## src/rtl/cir_tx.sv

```systemverilog
module cir_tx #(
  parameter int BAUD_W = 16,
  parameter int CAR_W  = 8,
  parameter int DATA_W = 8
) (
  input  logic              clk,
  input  logic              rst_n,
  input  logic              mode_rl,
  input  logic [BAUD_W-1:0] baud_div,
  input  logic [CAR_W-1:0]  car_div,
  input  logic              fifo_empty,
  input  logic [DATA_W-1:0] fifo_data,
  input  logic              fifo_eot,
  input  logic              fifo_tc,
  output logic              fifo_pop,
  input  logic              urun_clr,
  output logic              led_out,
  output logic              busy,
  output logic              urun
);
  localparam int LEN_W = DATA_W - 1;

  logic              busy_q, urun_q, rl_q, last_q, car_q;
  logic [DATA_W-1:0] sh_q;
  logic [BAUD_W-1:0] bcnt;
  logic [LEN_W-1:0]  ucnt;
  logic [CAR_W-1:0]  ccnt;

  logic bit_end, byte_end, start, chain, under, cur_lvl;

  assign bit_end  = busy_q && (bcnt == baud_div);
  assign byte_end = bit_end && (ucnt == '0);
  assign start    = !busy_q && !urun_q && !fifo_empty;
  assign chain    = byte_end && !last_q && !fifo_empty;
  assign under    = byte_end && !last_q && fifo_empty;
  assign fifo_pop = start || chain;
  assign cur_lvl  = rl_q ? sh_q[DATA_W-1] : sh_q[0];
  assign led_out  = busy_q && cur_lvl && car_q;
  assign busy     = busy_q;
  assign urun     = urun_q;

  always_ff @(posedge clk or negedge rst_n) begin
    if (!rst_n) begin
      busy_q <= 1'b0;
      rl_q   <= 1'b0;
      last_q <= 1'b0;
      sh_q   <= '0;
      bcnt   <= '0;
      ucnt   <= '0;
    end else if (fifo_pop) begin
      busy_q <= 1'b1;
      rl_q   <= mode_rl;
      last_q <= fifo_eot || fifo_tc;
      sh_q   <= fifo_data;
      bcnt   <= '0;
      ucnt   <= mode_rl ? fifo_data[LEN_W-1:0] : LEN_W'(DATA_W - 1);
    end else if (byte_end) begin
      busy_q <= 1'b0;
    end else if (bit_end) begin
      bcnt <= '0;
      ucnt <= ucnt - 1'b1;
      if (!rl_q) sh_q <= sh_q >> 1;
    end else if (busy_q) begin
      bcnt <= bcnt + 1'b1;
    end
  end

  always_ff @(posedge clk or negedge rst_n) begin
    if (!rst_n) begin
      ccnt  <= '0;
      car_q <= 1'b0;
    end else if (start) begin
      ccnt  <= '0;
      car_q <= 1'b1;
    end else if (busy_q) begin
      if (ccnt == car_div) begin
        ccnt  <= '0;
        car_q <= !car_q;
      end else begin
        ccnt <= ccnt + 1'b1;
      end
    end
  end

  always_ff @(posedge clk or negedge rst_n) begin
    if (!rst_n)        urun_q <= 1'b0;
    else if (under)    urun_q <= 1'b1;
    else if (urun_clr) urun_q <= 1'b0;
  end

  p_dark_idle_r10: assert property (@(posedge clk) disable iff (!rst_n)
    !busy |-> !led_out);
  p_blocked_r7: assert property (@(posedge clk) disable iff (!rst_n)
    urun |-> !fifo_pop || busy);
  p_pop_valid_r3: assert property (@(posedge clk) disable iff (!rst_n)
    fifo_pop |-> !fifo_empty);
  p_sticky_r6: assert property (@(posedge clk) disable iff (!rst_n)
    urun && !urun_clr |=> urun);
  p_last_stops_r4: assert property (@(posedge clk) disable iff (!rst_n)
    byte_end && last_q |=> !busy && !urun_q == !$past(urun_q));
  p_carrier_phase_r8: assert property (@(posedge clk) disable iff (!rst_n)
    $rose(busy) |-> led_out == cur_lvl);
endmodule

```

## config.mk

```make
export PLATFORM = sky130hd
export DESIGN_NAME = cir_tx
export DESIGN_NICKNAME = d
export VERILOG_FILES = /design/src/rtl/cir_tx.sv
export SDC_FILE = /design/constraint.sdc
export NUM_CORES = 1
export LEC_CHECK = 0
export BUFFER_PORTS_ARGS = -buffer_cell sky130_fd_sc_hd__clkbuf_2
export CAP_MARGIN = 5
export CORE_ASPECT_RATIO = 0.6
export CORE_MARGIN = 1
export CORE_UTILIZATION = 60
export DETAILED_ROUTE_END_ITERATION = 6
export GPL_ROUTABILITY_DRIVEN = 0
export PLACE_DENSITY = 0.85
export SETUP_SLACK_MARGIN = 0.05
export SYNTH_ARGS = -nofsm -noshare
export SYNTH_HDL_FRONTEND = slang
export SYNTH_SLANG_ARGS = --single-unit
```

## constraint.sdc

```tcl
create_clock -name clk -period 4.5 [get_ports clk]
set_input_delay 1.125 -clock clk [delete_from_list [all_inputs] [get_ports clk]]
set_output_delay 1.125 -clock clk [all_outputs]
set_load 0.05 [all_outputs]
```

Yosys cells after proc, flatten, opt, wreduce, memory -nomap -nowiden
Index checks and enable logic that the tools add are counted.

Bits of input ports: 39. Flip-flop bits (word level): 44. Logic and storage cells: 66. Output and inout bits: 4.

Reductions and logical operators: 27. Add/subtract/negate cells: 3. Equality and inequality tests: 4. Multiplexer cells: 23.

Operators by type and width (count): two-way mux 16 bit (4); two-way mux 8 bit (7); two-way mux 7 bit (4); adder 16 x 1 -> 16 bit, second input constant (1); equality test 16 bit (1); nonzero test 2 bit (5); logical AND 1 bit (9); adder 8 x 1 -> 8 bit, second input constant (1); equality test 8 bit (1); two-way mux 1 bit (8); zero test 7 bit (1); subtractor 7 x 1 -> 7 bit, second input constant (1); AND reduction 2 bit (3); zero test 1 bit (5); != test 2 bit, second input constant (2); AND reduction 3 bit (1); nonzero test 3 bit (1); logical OR 1 bit (2).

Longest topological paths before layout
Gate-level depths: netlist (run 1).

Depth in word-level cells: 8. Depth in mapped cells: 10. Gate-level depth less buffers: 9.

Least setup slack after synthesis (run 1)
No wires, ideal clock.

Kind: input -> output. Start: input fifo_empty. End: output fifo_pop. Required time: 3.375 ns. Buffers on the path: 1. Stages: 6. Data arrival time: 2.655 ns. Path slack: 0.720 ns. Cells stage by stage: or2_2 or4_1 nor3_2 a21oi_2 buf_6 inv_1.

Cells in the longest elaborated chain, start to end: 3. Elaborated cells between the ends (all ways): 4. Classes of those cells: 4 x reduce/logical.

RTL lines: from (decl) (RTL line 11) `input logic fifo_empty,`; zero test 1 bit * (RTL line 33, 34); logical AND 1 bit, on equally long branches (RTL line 33, 34); logical OR 1 bit * (RTL line 36) `assign fifo_pop = start || chain;`; to (decl) (RTL line 15) `output logic fifo_pop,`.

Every way passes the cells marked *; elsewhere a longest branch is shown, timed or not.

Worst setup path in the final report (run 1)
Same ends and word-level chain as after synthesis.

==> results of run 1 <==
==> layout make-up <==
class	count	area, sq um	share of cell area
Timing Repair Buffer	46	240	0.0775
Multi-Input combinational cell	236	1550	0.502
Clock inverter	1	7.51	0.00242
Sequential cell	44	1100	0.355
Tap cell	60	75.1	0.0242
Inverter	9	33.8	0.0109
Clock buffer	7	86.3	0.0279
==> kinds of logic after synthesis <==
family                   after synthesis  synth area share
AO/OA/AOI/OAI                         68             0.169
buffers and inverters                 20            0.0333
adder cells (fa/ha/maj)                4            0.0182
XOR/XNOR                              26            0.0829
multiplexers                          14            0.0519
AND/OR/NAND/NOR                      124             0.244
flip-flops                            44             0.401
==> cell usage in the layout, fill, tap and decap left out, types with 7 or more instances in the layout <==
| cell type | instances |
|---|---|
| xnor2_1 | 23 |
| nand2_1 | 25 |
| nor3_1 | 7 |
| nand4_1 | 10 |
| dfrtp_1 | 44 |
| or3_1 | 7 |
| o2bb2ai_1 | 7 |
| nor2b_1 | 8 |
| nor2_1 | 21 |
| clkbuf_2 | 42 |
| o21ai_0 | 22 |
| mux2i_1 | 12 |
| inv_1 | 9 |
| nand3_1 | 16 |
==> path summary, 6_finish.rpt <==
path | startpoint | slack [ns] | depth (start not counted) | endpoint
min in group asynchronous | rst_n | 0.89 | 2 | bcnt[7]
min reg2reg | car_q | 0.48 | 1 | car_q
max | fifo_empty | 0.69 | 7 | fifo_pop
max reg2reg | ucnt[0] | 1.26 | 9 | sh_q[3]
max in group asynchronous | rst_n | 3.23 | 2 | bcnt[4]
min | car_q | 0.48 | 1 | car_q
==> worst max-delay path: stages <==
cell	delay, ns
clkbuf_2	0.12
or2_2	0.31
or4_1	0.42
nor3_2	0.25
a21oi_2	0.09
inv_1	0.10
clkbuf_2	0.27
==> layer usage <==
layer,vias up,global-route usage,part of all wire
met1,1174,0.422,0.50
li1,1183,-,-
met3,9,0.0694,0.075
met5,-,0,0
met2,99,0.422,0.41
met4,0,0.0661,0.0092
==> sequential cells by signal, summed over array words and instances, names as in the netlist <==
register,flops
bcnt,16
ccnt,8
sh_q,8
ucnt,7
busy,1
car_q,1
last_q,1
rl_q,1
urun,1
==> per-stage QoR <==
step                hold WS [ns]  setup slack [ns]  area [sq um]   util
global placement           0.464             0.720          3000  0.704
global route               0.509             0.618          3100  0.728
detailed placement         0.470             0.688          3000  0.704
CTS                        0.488             0.685          3090  0.726
floorplan                  0.446             0.720          2750      -
finish                     0.484             0.690          3100  0.728
==> power by group <==
group	switching [mW]	internal (mW)
combinational	0.222	0.215
clock	0.136	0.125
sequential	0.146	0.510
total	0.505	0.850
==> flow_metrics.tcl, run 1 <==
set metrics [dict create \
    status "finished clean" \
    p_per_area_nw_per_um2 437 \
    ctsResizeCount 0 \
    clkTransAtPathRegs_ns 0.09 \
    ir_drop_v 0.000253 \
    final_nets 385 \
    p_leak_nw 1.35 \
    yosys_warnings 0 \
    core_area_sq_um 4260 \
    drive_above_1_share 0.178 \
    yosys-top-cells-count "44 x dfrtp_1, 25 x nand2_1, 23 x xnor2_1, 22 x o21ai_0, 21 x nor2_1" \
    tightest_slew_ns 0.767 \
    yosys-top-cells-area "dfrtp_1 40%, xnor2_1 7.3%, mux2i_1 4.4%" \
    grt_usage 0.285 \
    synth_top_area_cell "dfrtp_1" \
    fmax_ghz 0.262 \
    dr_total_vias 2465 \
    grt_max_degree 45 \
    total_power_mw 1.35 \
    post-cts-setup-buffers 0 \
    synth_area_sq_um 2750 \
    wire_per_inst_um 15.7 \
    rows 18 \
    cts_max_level 2 \
    syn-num-nets 343 \
    drv_cap 0 \
    synthCells 300 \
    grt_pass1_vias 2188 \
    fin_cells 403 \
    worstPathRequired_ns 3.38 \
    synth_edf_count 0 \
    grt-ovfl-total 0 \
    nFillCells 351 \
    path_class "in2out" \
    drt-total-wl_um 6330 \
    vias_per_cell 6.12 \
    clock-sinks 44 \
    place_inst 394 \
    die_w_um 89.3 \
    critPathLaunchType "input pin" \
    die_area_sq_um 4860 \
    end_kind "output port" \
    hp-class "reg2reg" \
    antenna_found_initial 0 \
    hold_viol_final 0 \
    synth_top_cell_area_share 0.401 \
    synth_cell_types 47 \
    worstPathArrival_ns 2.69 \
    setup-violations-final 0 \
    drtIter0Drc 148 \
    fin_crit_ns 3.81 \
    yosysSeqAreaShare 0.401 \
    initial_core_util 0.645 \
    syn_to_final_growth_pct 12.8 \
    fp.dieH_um 54.4 \
    synthArstFlopShare 1.00 \
    path_max_fanout 5 \
    cts_tree "built" \
    skew_ns 0.00937 \
    cts_buffer_depth 2 \
    ioPinCount 43 \
    numCtsBuffers 5 \
    grt_pass1_wl_um 10200 \
    cts_root_buffer "clkbuf_8" \
    detail-route-antenna-nets 0 \
    fin_crit_sh 0.847 \
    dr.pass1.iters 6 \
    dp_hpwl_um 4820 \
    synth_flop_cell "dfrtp_1" \
    report.final.slew_viol_count 0 \
    clk_latency_ns 0.30 \
    max_slew_margin 0.489 \
    antenna_cells 0 \
    syn_area_per_cell_sq_um 9.15 \
    hold_buffers 0 \
    synth-seq-cells 44 \
    synthMostInstantiatedCell "dfrtp_1" \
    drc 0 \
    finalSetupTns_ns 0 \
    rsz0062_at_grt "false" \
    port_buffers 42 \
]
Power figures use the tool's default switching activity.
==> run 2: changes to the inputs <==
--- a/config.mk
+++ b/config.mk
@@ -9,10 +9,10 @@
 export CAP_MARGIN = 5
 export CORE_ASPECT_RATIO = 0.6
 export CORE_MARGIN = 1
-export CORE_UTILIZATION = 60
+export CORE_UTILIZATION = 51
 export DETAILED_ROUTE_END_ITERATION = 6
 export GPL_ROUTABILITY_DRIVEN = 0
-export PLACE_DENSITY = 0.85
+export PLACE_DENSITY = 0.77
 export SETUP_SLACK_MARGIN = 0.05
 export SYNTH_ARGS = -nofsm -noshare
 export SYNTH_HDL_FRONTEND = slang
==> constraint.sdc (replaced) <==
create_clock -name clk -period 3.25 [get_ports clk]
set_input_delay 0.8125 -clock clk [delete_from_list [all_inputs] [get_ports clk]]
set_output_delay 0.8125 -clock clk [all_outputs]
set_load 0.05 [all_outputs]
==> flow_metrics.tcl, run 2 (same netlist as run 1, synthesis figures left out) <==
set metrics [dict create \
    max_slew_margin 0.576 \
    largest_register_ffs 16 \
    ioPinCount 43 \
    grt_pass1_vias 2318 \
    die_w_um 96.7 \
    fin_cells 422 \
    grt_max_degree 45 \
    die_area_sq_um 5690 \
    drv_cap 0 \
    mostFrequentLayoutCell "dfrtp_1" \
    numCtsBuffers 5 \
    cts_root_buffer "clkbuf_8" \
    skew_ns 0.00500 \
    syn_to_final_growth_pct 17.4 \
    grt_pass1_wl_um 10800 \
    detail-route-antenna-nets 0 \
    clkTransAtPathRegs_ns 0.08 \
    ir_drop_v 0.000323 \
    grt_usage 0.241 \
    dr.pass1.iters 4 \
    path_class "reg2out" \
    setup-violations-final 0 \
    p_per_area_nw_per_um2 590 \
    finalSetupTns_ns 0 \
    core_area_sq_um 5130 \
    tightest_slew_ns 0.636 \
    worstPathArrival_ns 2.31 \
    seq_area_sq_um 1100 \
    cts_buffer_depth 2 \
    cts_tree "built" \
    status "finished clean" \
    wire_per_inst_um 15.6 \
    fp.dieH_um 58.8 \
    multi_input_area_sq_um 1570 \
    drive_above_1_share 0.213 \
    path_max_fanout 3 \
    dp_hpwl_um 4860 \
    fin_crit_sh 0.961 \
    rows 20 \
    clk_latency_ns 0.30 \
    port_buffers 42 \
    grt-ovfl-total 0 \
    end_kind "output port" \
    fmax_ghz 0.320 \
    drc 0 \
    critPathLaunchType "register" \
    cts_max_level 2 \
    rsz0062_at_grt "false" \
    worstPathRequired_ns 2.44 \
    vias_per_cell 5.90 \
    antenna_found_initial 0 \
    place_inst 410 \
    drt-total-wl_um 6590 \
    final_nets 398 \
    dr_total_vias 2490 \
    reg_top3 "bcnt x16, ccnt x8, sh_q x8" \
    report.final.slew_viol_count 0 \
    clock-sinks 44 \
    antenna_cells 0 \
    hold_viol_final 0 \
    final_cell_mix "44 x dfrtp_1, 41 x clkbuf_2, 25 x nand2_1" \
    fin_crit_ns 3.12 \
    hp-class "reg2reg" \
    initial_core_util 0.535 \
    regMostFlops "bcnt" \
    drtIter0Drc 152 \
    nFillCells 421 \
    p_leak_nw 1.44 \
]
-- run 2: routing by layer --
metal  global-route usage  routed length, um  part of all wire
met5                    0                  0                 0
met4               0.0618                 59            0.0090
met3               0.0546                488             0.074
met2                0.354               2770              0.42
met1                0.360               3270              0.50
-- run 2: final timing paths --
kind	start	to	slack (ns)	cells past startpoint
worst max register to register	ucnt[1]	bcnt[0]	0.43	8
worst max-delay path	ucnt[1]	fifo_pop	0.13	8
worst min-delay path	sh_q[2]	sh_q[2]	0.49	1
max in group asynchronous	rst_n	bcnt[4]	2.26	2
min in group asynchronous	rst_n	ccnt[3]	0.58	2
worst min register to register	sh_q[2]	sh_q[2]	0.49	1
-- run 2: report_power, final --
part,total (mW),switching [mW],leakage [nW],internal [mW]
logic,0.635,0.317,0.834,0.318
clock network,0.363,0.189,0.0455,0.174
registers,0.903,0.196,0.555,0.706
-- run 2: final cells by class --
class | instances | area share
Sequential cell | 44 | 0.342
Timing Repair Buffer | 59 | 0.108
Clock buffer | 8 | 0.0280
Inverter | 9 | 0.0105
Tap cell | 66 | 0.0256
Multi-Input combinational cell | 236 | 0.486
-- run 2: through the flow --
step | setup slack, ns | power (mW) | util | hold slack [ns] | instance area [sq um]
final | 0.128 | 1.90 | 0.628 | 0.487 | 3220
after global routing | 0.0525 | 2.03 | 0.628 | 0.500 | 3220
after CTS | 0.109 | 1.90 | 0.627 | 0.491 | 3220
after detailed placement | 0.0857 | 1.52 | 0.600 | 0.468 | 3080
after global placement | 0.0944 | 1.49 | 0.600 | 0.465 | 3080
after floorplan | 0.0866 | 1.33 | - | 0.446 | 2750
-- run 2: critical path: stages, from the launching register on --
cell	delay, ns
dfrtp_1	0.40
inv_1	0.08
ha_1	0.13
or4b_4	0.47
or4_4	0.45
nor3_4	0.16
a21oi_2	0.09
inv_2	0.10
buf_8	0.14
-- run 2: timing repair --
action,CTS,global route
endpoints found under the setup margin,1,3
hold buffers,0,0
gates resized for setup,4,3
pin swaps,2,0
setup buffers,4,0
